==> config.mk <==
export PLATFORM = sky130hd
export DESIGN_NAME = pwmc_ctrl
export DESIGN_NICKNAME = d
export VERILOG_FILES = /design/src/rtl/pwmc_pkg.sv /design/src/rtl/pwmc_w1_bank.sv /design/src/rtl/pwmc_event_latch.sv /design/src/rtl/pwmc_decode.sv /design/src/rtl/pwmc_rd_port.sv /design/src/rtl/pwmc_ctrl.sv
export SDC_FILE = /design/constraint.sdc
export NUM_CORES = 1
export LEC_CHECK = 0
export BUFFER_PORTS_ARGS = -buffer_cell sky130_fd_sc_hd__buf_2
export CAP_MARGIN = 20
export CORE_UTILIZATION = 30
export DETAILED_ROUTE_END_ITERATION = 7
export REMOVE_ABC_BUFFERS = 1
export SYNTH_ARGS = -nofsm -noshare
export SYNTH_HDL_FRONTEND = slang
export SYNTH_SLANG_ARGS = --single-unit
==> constraint.sdc <==
create_clock -name clk -period 1.1 [get_ports clk]
set_input_delay 0.11 -clock clk [delete_from_list [all_inputs] [get_ports clk]]
set_output_delay 0.11 -clock clk [all_outputs]
set_load 0.02 [all_outputs]
==> src/rtl/pwmc_pkg.sv <==
package pwmc_pkg;

  // Register offsets; software and the bench depend on these values.
  localparam int unsigned OFF_MODE   = 32'h00;
  localparam int unsigned OFF_EN_SET = 32'h04;
  localparam int unsigned OFF_EN_CLR = 32'h08;
  localparam int unsigned OFF_STATE  = 32'h0C;
  localparam int unsigned OFF_IM_SET = 32'h10;
  localparam int unsigned OFF_IM_CLR = 32'h14;
  localparam int unsigned OFF_IMASK  = 32'h18;
  localparam int unsigned OFF_EVENTS = 32'h1C;

  typedef enum logic [1:0] {
    RSEL_ZERO  = 2'd0,
    RSEL_STATE = 2'd1,
    RSEL_MASK  = 2'd2,
    RSEL_EVENT = 2'd3
  } rsel_e;

endpackage

==> src/rtl/pwmc_w1_bank.sv <==
// One bit of state per channel, changed only by set and clear strobes.
module pwmc_w1_bank #(
  parameter int NUM_CH = 4
) (
  input  logic              clk,
  input  logic              rst_n,
  input  logic [NUM_CH-1:0] set_stb,
  input  logic [NUM_CH-1:0] clr_stb,
  output logic [NUM_CH-1:0] state
);

  for (genvar g = 0; g < NUM_CH; g++) begin : g_bit
    always_ff @(posedge clk) begin
      if (!rst_n) begin
        state[g] <= 1'b0;
      end else if (set_stb[g]) begin
        state[g] <= 1'b1;
      end else if (clr_stb[g]) begin
        state[g] <= 1'b0;
      end
    end
  end

endmodule

==> src/rtl/pwmc_event_latch.sv <==
// Sticky per-channel period events; an acknowledge never drops a new event.
module pwmc_event_latch #(
  parameter int NUM_CH = 4
) (
  input  logic              clk,
  input  logic              rst_n,
  input  logic [NUM_CH-1:0] evt,
  input  logic [NUM_CH-1:0] gate,
  input  logic              ack,
  output logic [NUM_CH-1:0] pending
);

  for (genvar g = 0; g < NUM_CH; g++) begin : g_ch
    logic arrive;
    assign arrive = evt[g] & gate[g];

    always_ff @(posedge clk) begin
      if (!rst_n) begin
        pending[g] <= 1'b0;
      end else begin
        pending[g] <= (pending[g] & ~ack) | arrive;
      end
    end
  end

endmodule

==> src/rtl/pwmc_decode.sv <==
// Address decode into per-channel set/clear strobes and a read selector.
module pwmc_decode
  import pwmc_pkg::*;
#(
  parameter int NUM_CH = 4,
  parameter int ADDR_W = 8
) (
  input  logic              wr_en,
  input  logic              rd_en,
  input  logic [ADDR_W-1:0] addr,
  input  logic [NUM_CH-1:0] wr_bits,
  output logic [NUM_CH-1:0] en_set,
  output logic [NUM_CH-1:0] en_clr,
  output logic [NUM_CH-1:0] im_set,
  output logic [NUM_CH-1:0] im_clr,
  output logic              evt_ack,
  output rsel_e             rsel
);

  logic hit_en_set, hit_en_clr, hit_im_set, hit_im_clr;
  logic hit_state, hit_imask, hit_events;

  assign hit_en_set = (addr == ADDR_W'(OFF_EN_SET));
  assign hit_en_clr = (addr == ADDR_W'(OFF_EN_CLR));
  assign hit_im_set = (addr == ADDR_W'(OFF_IM_SET));
  assign hit_im_clr = (addr == ADDR_W'(OFF_IM_CLR));
  assign hit_state  = (addr == ADDR_W'(OFF_STATE));
  assign hit_imask  = (addr == ADDR_W'(OFF_IMASK));
  assign hit_events = (addr == ADDR_W'(OFF_EVENTS));

  assign en_set  = (wr_en && hit_en_set) ? wr_bits : '0;
  assign en_clr  = (wr_en && hit_en_clr) ? wr_bits : '0;
  assign im_set  = (wr_en && hit_im_set) ? wr_bits : '0;
  assign im_clr  = (wr_en && hit_im_clr) ? wr_bits : '0;
  assign evt_ack = rd_en && hit_events;

  always_comb begin
    if (hit_state)       rsel = RSEL_STATE;
    else if (hit_imask)  rsel = RSEL_MASK;
    else if (hit_events) rsel = RSEL_EVENT;
    else                 rsel = RSEL_ZERO;
  end

endmodule

==> src/rtl/pwmc_rd_port.sv <==
// Registered read data path.
module pwmc_rd_port
  import pwmc_pkg::*;
#(
  parameter int NUM_CH = 4,
  parameter int DATA_W = 32
) (
  input  logic              clk,
  input  logic              rst_n,
  input  logic              rd_en,
  input  rsel_e             rsel,
  input  logic [NUM_CH-1:0] en_state,
  input  logic [NUM_CH-1:0] im_state,
  input  logic [NUM_CH-1:0] ev_state,
  output logic [DATA_W-1:0] rdata,
  output logic              rd_valid
);

  logic [NUM_CH-1:0] pick;

  always_comb begin
    unique case (rsel)
      RSEL_STATE: pick = en_state;
      RSEL_MASK:  pick = im_state;
      RSEL_EVENT: pick = ev_state;
      default:    pick = '0;
    endcase
  end

  always_ff @(posedge clk) begin
    if (!rst_n) begin
      rdata    <= '0;
      rd_valid <= 1'b0;
    end else begin
      rd_valid <= rd_en;
      if (rd_en) rdata <= DATA_W'(pick);
    end
  end

endmodule

==> src/rtl/pwmc_ctrl.sv <==
module pwmc_ctrl
  import pwmc_pkg::*;
#(
  parameter int NUM_CH = 4,
  parameter int ADDR_W = 8,
  parameter int DATA_W = 32
) (
  input  logic              clk,
  input  logic              rst_n,
  input  logic              wr_en,
  input  logic              rd_en,
  input  logic [ADDR_W-1:0] addr,
  input  logic [NUM_CH-1:0] wr_bits,
  input  logic [NUM_CH-1:0] period_end,
  output logic [DATA_W-1:0] rdata,
  output logic              rd_valid,
  output logic [NUM_CH-1:0] chan_en,
  output logic              irq
);

  logic [NUM_CH-1:0] en_set, en_clr, im_set, im_clr;
  logic [NUM_CH-1:0] mask_q, pend_q;
  logic              evt_ack;
  rsel_e             rsel;

  pwmc_decode #(.NUM_CH(NUM_CH), .ADDR_W(ADDR_W)) u_dec (
    .wr_en   (wr_en),
    .rd_en   (rd_en),
    .addr    (addr),
    .wr_bits (wr_bits),
    .en_set  (en_set),
    .en_clr  (en_clr),
    .im_set  (im_set),
    .im_clr  (im_clr),
    .evt_ack (evt_ack),
    .rsel    (rsel)
  );

  pwmc_w1_bank #(.NUM_CH(NUM_CH)) u_enable (
    .clk     (clk),
    .rst_n   (rst_n),
    .set_stb (en_set),
    .clr_stb (en_clr),
    .state   (chan_en)
  );

  pwmc_w1_bank #(.NUM_CH(NUM_CH)) u_mask (
    .clk     (clk),
    .rst_n   (rst_n),
    .set_stb (im_set),
    .clr_stb (im_clr),
    .state   (mask_q)
  );

  pwmc_event_latch #(.NUM_CH(NUM_CH)) u_events (
    .clk     (clk),
    .rst_n   (rst_n),
    .evt     (period_end),
    .gate    (chan_en),
    .ack     (evt_ack),
    .pending (pend_q)
  );

  pwmc_rd_port #(.NUM_CH(NUM_CH), .DATA_W(DATA_W)) u_rd (
    .clk      (clk),
    .rst_n    (rst_n),
    .rd_en    (rd_en),
    .rsel     (rsel),
    .en_state (chan_en),
    .im_state (mask_q),
    .ev_state (pend_q),
    .rdata    (rdata),
    .rd_valid (rd_valid)
  );

  assign irq = |(pend_q & mask_q);

endmodule

# Word-level counts from Yosys, hierarchy flattened
# Cells that the tools add are included.
[totals]
output_inout_bits = 38
inputBits = 20
regBits = 17
elab_cells = 76
[op_classes]
bitwise_logic = 14
n_eq_ne = 10
mux = 24
n_reduce_logical = 14
[ops]
columns = ["cell", "n"]
rows = [
  ["$eq 8x5->1 const B", 4],
  ["$eq 8x4->1 const B", 2],
  ["$mux 1", 16],
  ["$mux 4", 4],
  ["$reduce_bool 2->1", 8],
  ["$pmux 4 s3", 1],
  ["$and 1x1->1", 8],
  ["$eq 8x3->1 const B", 1],
  ["$mux 2", 3],
  ["$logic_and 1x1->1", 5],
  ["$and 4x4->4", 1],
  ["$eq 2x2->1 const B", 2],
  ["$or 1x1->1", 4],
  ["$reduce_or 4->1", 1],
  ["$eq 2x1->1 const B", 1],
  ["$not 1->1", 1],
]

# Logic depth before layout (Yosys ltp)
# Gate-level depths: netlist of run 1.
[logic_depth]
depth_word = 6
mapped_depth = 4
ltp_nobuf = 3

# Modules after synthesis
# From an unflattened synthesis of run 1, not the netlist that was laid out.
[hier_totals]
cells_unflattened = 139
hier_area_um2 = 1248.7
[by_module_without_submodules]
columns = ["module", "instances", "area_each_um2", "seq_area_each_um2", "cells_each"]
rows = [
  ["pwmc_rd_port", 1, 451.7, 100.1, 55],
  ["pwmc_w1_bank", 2, 165.2, 80.1, 12],
  ["pwmc_decode", 1, 297.8, 0.0, 41],
  ["pwmc_event_latch", 1, 150.1, 80.1, 16],
  ["pwmc_ctrl", 1, 18.8, 0.0, 3],
]

# Worst setup path after synthesis of run 1
# No wires, ideal clock.
[synth_timing]
path_kind = "register to register"
start = "register u_mask.state[0]"
end = "register u_rd.rdata[0]"
t_arrival_ns = 0.910
n_path_buf = 0
synth_period_minus_slack_ns = 1.042
t_required_ns = 0.968
setup_time_ns = 0.132
path_slack_ns = 0.058
path_stages_with_launch = 4
path_cell_list = "dfxtp_1 -> mux2_4 -> a222oi_1 -> a211oi_1"
[synth_between]
elab_chain_len = 1
[synth_lines]
columns = ["item", "line", "text"]
rows = [
  ["from (decl)", "pwmc_w1_bank.sv:9", "output logic [NUM_CH-1:0] state"],
  ["from (signal, indexed assignment)", "pwmc_w1_bank.sv:15", "state[g] <= 1'b0;"],
  ["from (signal, indexed assignment)", "pwmc_w1_bank.sv:17", "state[g] <= 1'b1;"],
  ["from (signal, indexed assignment)", "pwmc_w1_bank.sv:19", "state[g] <= 1'b0;"],
  ["$pmux 4 s3", "pwmc_rd_port.sv:22", "unique case (rsel)"],
  ["to (signal assigned)", "pwmc_rd_port.sv:36", "if (rd_en) rdata <= DATA_W'(pick);"],
  ["to (decl)", "pwmc_rd_port.sv:15", "output logic [DATA_W-1:0] rdata,"],
]
# No other way between the ends.
# A chain may end at the register's enable or synchronous reset.

# Worst setup path after layout of run 1
[layout_timing]
start = "register u_events.pending[0]"
end = "output port irq"
[layout_between]
elab_chain_len = 2
[layout_lines]
columns = ["item", "line", "text"]
rows = [
  ["from (decl)", "pwmc_event_latch.sv:10", "output logic [NUM_CH-1:0] pending"],
  ["from (signal, indexed assignment)", "pwmc_event_latch.sv:21", "pending[g] <= (pending[g] & ~ack) | arrive;"],
  ["$and 4x4->4", "pwmc_ctrl.sv:76", "assign irq = |(pend_q & mask_q);"],
  ["$reduce_or 4->1", "pwmc_ctrl.sv:76", ""],
  ["to (decl)", "pwmc_ctrl.sv:18", "output logic irq"],
]
# No other way between the ends.

==> results by group, run 1 <==
Synthesis
  – Synth cell types: 30
  – Commonest cells in the netlist: buf_4, dfxtp_1, nand2_1
  – Count leader, synth: buf_4
  – Async SR Flop Fraction: 0%
  – Yosys reg bits: 17
  – Sequential area share after synthesis: 29.4%
  – Post-synth EDFFs: 0
  – Post-synth top area share: around 29%
  – Post-Synthesis Cell Area: approximately 0.0012 mm2
  – Synth top area cells: dfxtp_1, buf_4, nand2_1, and4bb_2, a222oi_1
  – Synthesized area per cell: 9.20 um2
  – Predominant post-synthesis flop cell: dfxtp_1
  – Synth warn: 0
  – Post-synth top area cell: dfxtp_1
  – Cells after Synth: 126

Flow run
  – Max-cap viol count: 0

Global route
  – Total global-route track usage: 14.2%
  – Vias in the first global route: a little under 1000
  – First-pass GRT wire length: 4480 um
  – Initial antenna violation count: 0
  – Final global-route overflow total: 0
  – Largest net degree at the start of global routing: 11

Clock network
  – Clk sink count: 17
  – Hold Buf Count CTS: 0
  – Clock slew at reported path FFs: approximately 70 ps
  – CTS tree: done
  – Number of buffers created by CTS: 3
  – Maximum clock path buffer count: 2
  – Root Buffer: clkbuf_8
  – Worst-Skew Late Latency: around 250 ps
  – H-tree levels: 1

Routing
  – Vias: between 1000 and 1500
  – Routed wire length: about 2800 um
  – DRC violations left: 0
  – Post-route antenna net violation count: 0
  – Drt initial violations: between 60 and 70
  – Detail-routed via count per cell: between 4 and 5
  – WL/cell: 12.9 um
  – Drt pass-1 iters: 4

Critical path
  – CP Launch Type: flop
  – CP Data Arrival Time: around 1100 ps
  – CP endpoint kind: output pin
  – Worst EP required: 990 ps
  – Worst Path Max Fanout: 2
  – WS Path Type: reg2out

Status
  – Failing checks: negative setup slack
  – Status: finished, violations left

Floorplan
  – Initial core utilization: approximately a third
  – Die area: between 0.004 and 0.005 mm2
  – Row Count: 22
  – Die Y: approximately 64 um
  – I/O Pins: just under 60
  – Die Width: roughly 64 um
  – Core area: 0.00369 mm2

Timing
  – Max-slew violation count: 0
  – Final worst slack: -94.4 ps
  – Final Hold Fails: 0
  – Tmin final: 1190 ps
  – RSZ-0062 raised after global routing: true
  – Period utilisation layout: 109%
  – Final Skew: approximately 1.8 ps
  – Fmax: between 800 and 900 MHz
  – Final setup fails: 1

Finish
  – Area delta synth->final: 23.4%
  – Diodes inserted: 0
  – Fillcell total: about 400
  – Layout cells sized above 1: between 40 and 50%
  – Multi-input gate area: a little under 700 um2
  – Nets@finish: 190
  – Sequential cell area: between 300 and 400 um2
  – Finished Cell Area: 0.00143 mm2

Placement
  – GPL Wtd Cong: 0.719
  – I/O Buffers: 29
  – Placed inst area: around 0.0013 mm2
  – Pre-CTS setup slack: -40.0 ps
  – Post-DP HPWL: between 2000 and 2500 um

Pwr
  – Power Density: 939 mW/mm2
  – Peak supply drop: around 0.40 mV
  – Leakage: 0.664 nW

Min path
  – Hold/Removal Path Class: in2reg
[final cells by class]
type / count / share of cell area [%]
clock inverters: 1 / 0.350
inverters: 2 / 0.525
clock buffers: 3 / 2.89
well taps: 48 / 4.20
flip-flops and latches: 17 / 24.5
repair buffers: 46 / 20.0
multi-input cells: 100 / 47.5
[routing by layer]
layer / track usage [%] / wire length [um]
met2: 23.3 / 1220
met5: 0 / 0
met4: 1.67 / 0
met1: 18.8 / 1360
met3: 4.11 / 231
[worst paths after layout]
check / startpoint / cells past startpoint / to / slack [ps]
setup / recovery: u_events.pending[0] / 4 / irq / -90
hold / removal: wr_bits[0] / 2 / u_mask.state[0] / 110
setup reg to reg: u_mask.state[0] / 3 / u_rd.rdata[0] / 0
hold reg to reg: u_mask.state[2] / 2 / u_mask.state[2] / 480
[placed cells by master (no fill, tap or decap), types with 2 or more instances in the layout]
cell	netlist	layout
nor2_1	2	2
buf_4	29	15
dfxtp_2	0	8
buf_2	2	28
and3_2	2	2
mux2_4	2	3
a21oi_1	4	4
a31oi_1	4	4
a311oi_1	4	4
clkbuf_8	0	3
nand2_1	17	17
a22oi_2	0	2
and2_1	2	2
buf_6	1	3
a41o_1	4	4
clkinv_1	2	2
dfxtp_1	17	9
conb_1	1	28
a211oi_1	4	4
a222oi_1	4	4
and4bb_2	4	4
o2bb2ai_1	4	4
and4_2	4	4
[flip-flops by register name, indices dropped and copies added, names as in the netlist]
name / flops
u_enable.state: 4
u_events.pending: 4
u_mask.state: 4
u_rd.rdata: 4
u_rd.rd_valid: 1
[where the power goes]
| group | internal, W | switching (W) | total, W | leakage, nW |
|---|---|---|---|---|
| Combinational | 0.0000719 | 0.000172 | 0.000244 | 0.497 |
| Sequential | 0.000617 | 0.000000910 | 0.000618 | 0.141 |
| Clock | 0.000252 | 0.000228 | 0.000480 | 0.0255 |
| Total | 0.000941 | 0.000401 | 0.00134 | 0.664 |
[per-stage QoR]
step / TNS [ps] / hold WS, ps / utilization [%] / total power (W) / cells
2_1_floorplan: 0 / 227 / - / 0.000760 / 119
3_3_place_gp: -51.1 / 373 / 36.5 / 0.000874 / 213
3_5_place_dp: -180 / 373 / 36.5 / 0.000873 / 213
4_1_cts: -78.2 / 106 / 38.5 / 0.00134 / 217
5_1_grt: -310 / 118 / 38.8 / 0.00139 / 217
6_report: -94.4 / 106 / 38.8 / 0.00134 / 217
[worst max-delay path: stages, from the launching register on]
cell     delay [ps]
dfxtp_2         330
buf_6           110
a22oi_2         140
nand2_1         110
buf_6           140
[kinds of logic (layout without fill, tap and decap cells)]
| family | after synthesis | after routing | share of synthesized area (%) |
|---|---|---|---|
| AOI/OAI and AO/OA | 31 | 31 | 22.0 |
| buffers and inverters | 36 | 52 | 21.9 |
| DFF | 17 | 17 | 29.4 |
| muxes | 4 | 4 | 4.54 |
| other | 1 | 28 | 0.324 |
| and+or+nand+nor | 37 | 37 | 21.8 |
[repair_timing]
item	4_1_cts	5_1_grt
pin swaps	5	0
setup endpoints to repair	2	5
buffers inserted	1	0
gates resized for setup	10	5
No activity file was read; power rests on OpenSTA's default activity.
==> inputs of run 2 (changes only) <==
SETUP_SLACK_MARGIN = 0.02   (was not set)
==> results by group, run 2 (same netlist as run 1, synthesis figures left out) <==
Global route
  – Vias in the first global route: 967
  – Total global-route track usage: 14.1%
  – First-pass GRT wire length: 4450 um
  – Initial antenna violation count: 0
  – Final global-route overflow total: 0
  – Largest net degree at the start of global routing: 11

Floorplan
  – Die area: a little over 0.004 mm2
  – Die Width: between 60 and 70 um
  – Core area: 0.00369 mm2
  – Initial core utilization: roughly a third
  – Row Count: 22
  – Die Y: roughly 64 um
  – I/O Pins: between 50 and 60

Critical path
  – Worst path top cell family by delay: flip-flops
  – Worst path cell trace: buf_4, a22oi_2, nand2_1, buf_6
  – Slowest cell delay on critical path: 320 ps
  – CP Data Arrival Time: between 1000 and 1500 ps
  – CP bufs+invs: 2
  – Worst EP required: 990 ps
  – CP endpoint kind: output pin
  – Worst Path Max Fanout: 2
  – WS Path Type: reg2out
  – Slowest cell on crit path: dfxtp_1
  – CP Launch Type: flop

Finish
  – Layout cells sized above 1: between 40% and 50%
  – Diodes inserted: 0
  – Finished Cell Area: ~0.0014 mm2
  – Final core utilization: between 30% and 40%
  – Area delta synth->final: 22.2%
  – Nets@finish: between 150 and 200
  – Commonest non-fill, non-tap cells in the layout: conb_1, buf_2, nand2_1, buf_4, dfxtp_1

Clock network
  – Post-CTS setup buffer count: 0
  – CTS tree: done
  – Clock slew at reported path FFs: around 70 ps
  – H-tree levels: 1
  – Root Buffer: clkbuf_8
  – Clk sink count: 17
  – Maximum clock path buffer count: 2
  – Number of buffers created by CTS: 3
  – Hold Buf Count CTS: 0
  – Worst-Skew Late Latency: 250 ps

Placement
  – GPL Wtd Cong: roughly 0.72
  – Post-DP HPWL: approximately 2200 um
  – Pre-CTS setup slack: -40.0 ps
  – Placed inst area: around 0.0013 mm2
  – I/O Buffers: 29

Status
  – Failing checks: negative setup slack
  – Status: finished, violations left

Routing
  – Routed wl met3: around 210 um
  – WL/cell: about 13 um
  – Post-route antenna net violation count: 0
  – Detail-routed via count per cell: between 4 and 5
  – Wl on met1: between 1000 and 1500 um
  – Drt initial violations: 62
  – Drt pass-1 iters: 4
  – DRC violations left: 0
  – WL met2: 1180 um
  – Vias: roughly 1000
  – Routed wire length: roughly 2800 um
  – Max layer used: met3

Timing
  – Period utilisation layout: 109%
  – Final Hold Fails: 0
  – Max-slew violation count: 0
  – Fmax: approximately 830 MHz
  – Tmin final: between 1000 and 1500 ps
  – Final Skew: roughly 2.5 ps
  – RSZ-0062 raised after global routing: true
  – Final setup fails: 1
  – Final worst slack: -100 ps

Pwr
  – Peak supply drop: 0.401 mV
  – Power Density: approximately 950 mW/mm2
  – Leakage: roughly 0.66 nW

Flow run
  – Max-cap viol count: 0

Min path
  – Hold/Removal Path Class: in2reg
==> run 2: cell types whose count changed in the layout (fill, tap and decap cells not counted) <==
cell / change
mux2_4: -1
mux2_2: +1
dfxtp_2: -5
buf_4: +1
buf_6: -1
dfxtp_1: +5
==> run 2: worst paths after layout <==
| kind | from | endpoint | slack, ps | cells after the start |
|---|---|---|---|---|
| min reg2reg | u_mask.state[3] | u_mask.state[3] | 490 | 2 |
| max | u_mask.state[0] | irq | -100 | 4 |
| min | wr_bits[0] | u_mask.state[0] | 110 | 2 |
| max reg2reg | u_mask.state[0] | u_rd.rdata[0] | 20 | 3 |
==> run 2: stage by stage <==
step / setup TNS, ps / hold slack, ps / power, W / instances
4_1_cts: -105 / 106 / 0.00134 / 217
3_3_place_gp: -51.1 / 373 / 0.000874 / 213
5_1_grt: -336 / 118 / 0.00139 / 217
3_5_place_dp: -180 / 373 / 0.000873 / 213
2_1_floorplan: 0 / 227 / 0.000760 / 119
6_report: -100 / 108 / 0.00134 / 217
==> run 2: cell type report <==
cell class | count | area, um2
Fill cell | 393 | 2270
Clock buffer | 3 | 41.3
Multi-Input combinational cell | 100 | 676
Clock inverter | 1 | 5.00
Sequential cell | 17 | 344
Inverter | 2 | 7.51
Tap cell | 48 | 60.1
Timing Repair Buffer | 46 | 283
==> run 2: where the power goes <==
part	total, W	internal (W)	switching (W)
Clock	0.000478	0.000252	0.000226
Combinational	0.000244	0.0000717	0.000172
Sequential	0.000618	0.000617	0.000000872
Total	0.00134	0.000941	0.000399
==> run 2: per-layer routing <==
layer / up-vias / track usage, %
met2: 54 / 22.9
met3: 0 / 4.11
li1: 508 / -
met5: - / 0
met4: 0 / 1.67
met1: 449 / 18.9
==> run 2: what timing repair did <==
item,4_1_cts,5_1_grt
pin swaps,4,0
resized for setup,5,3
endpoints found under the setup margin,3,5
hold endpoints to repair,0,0
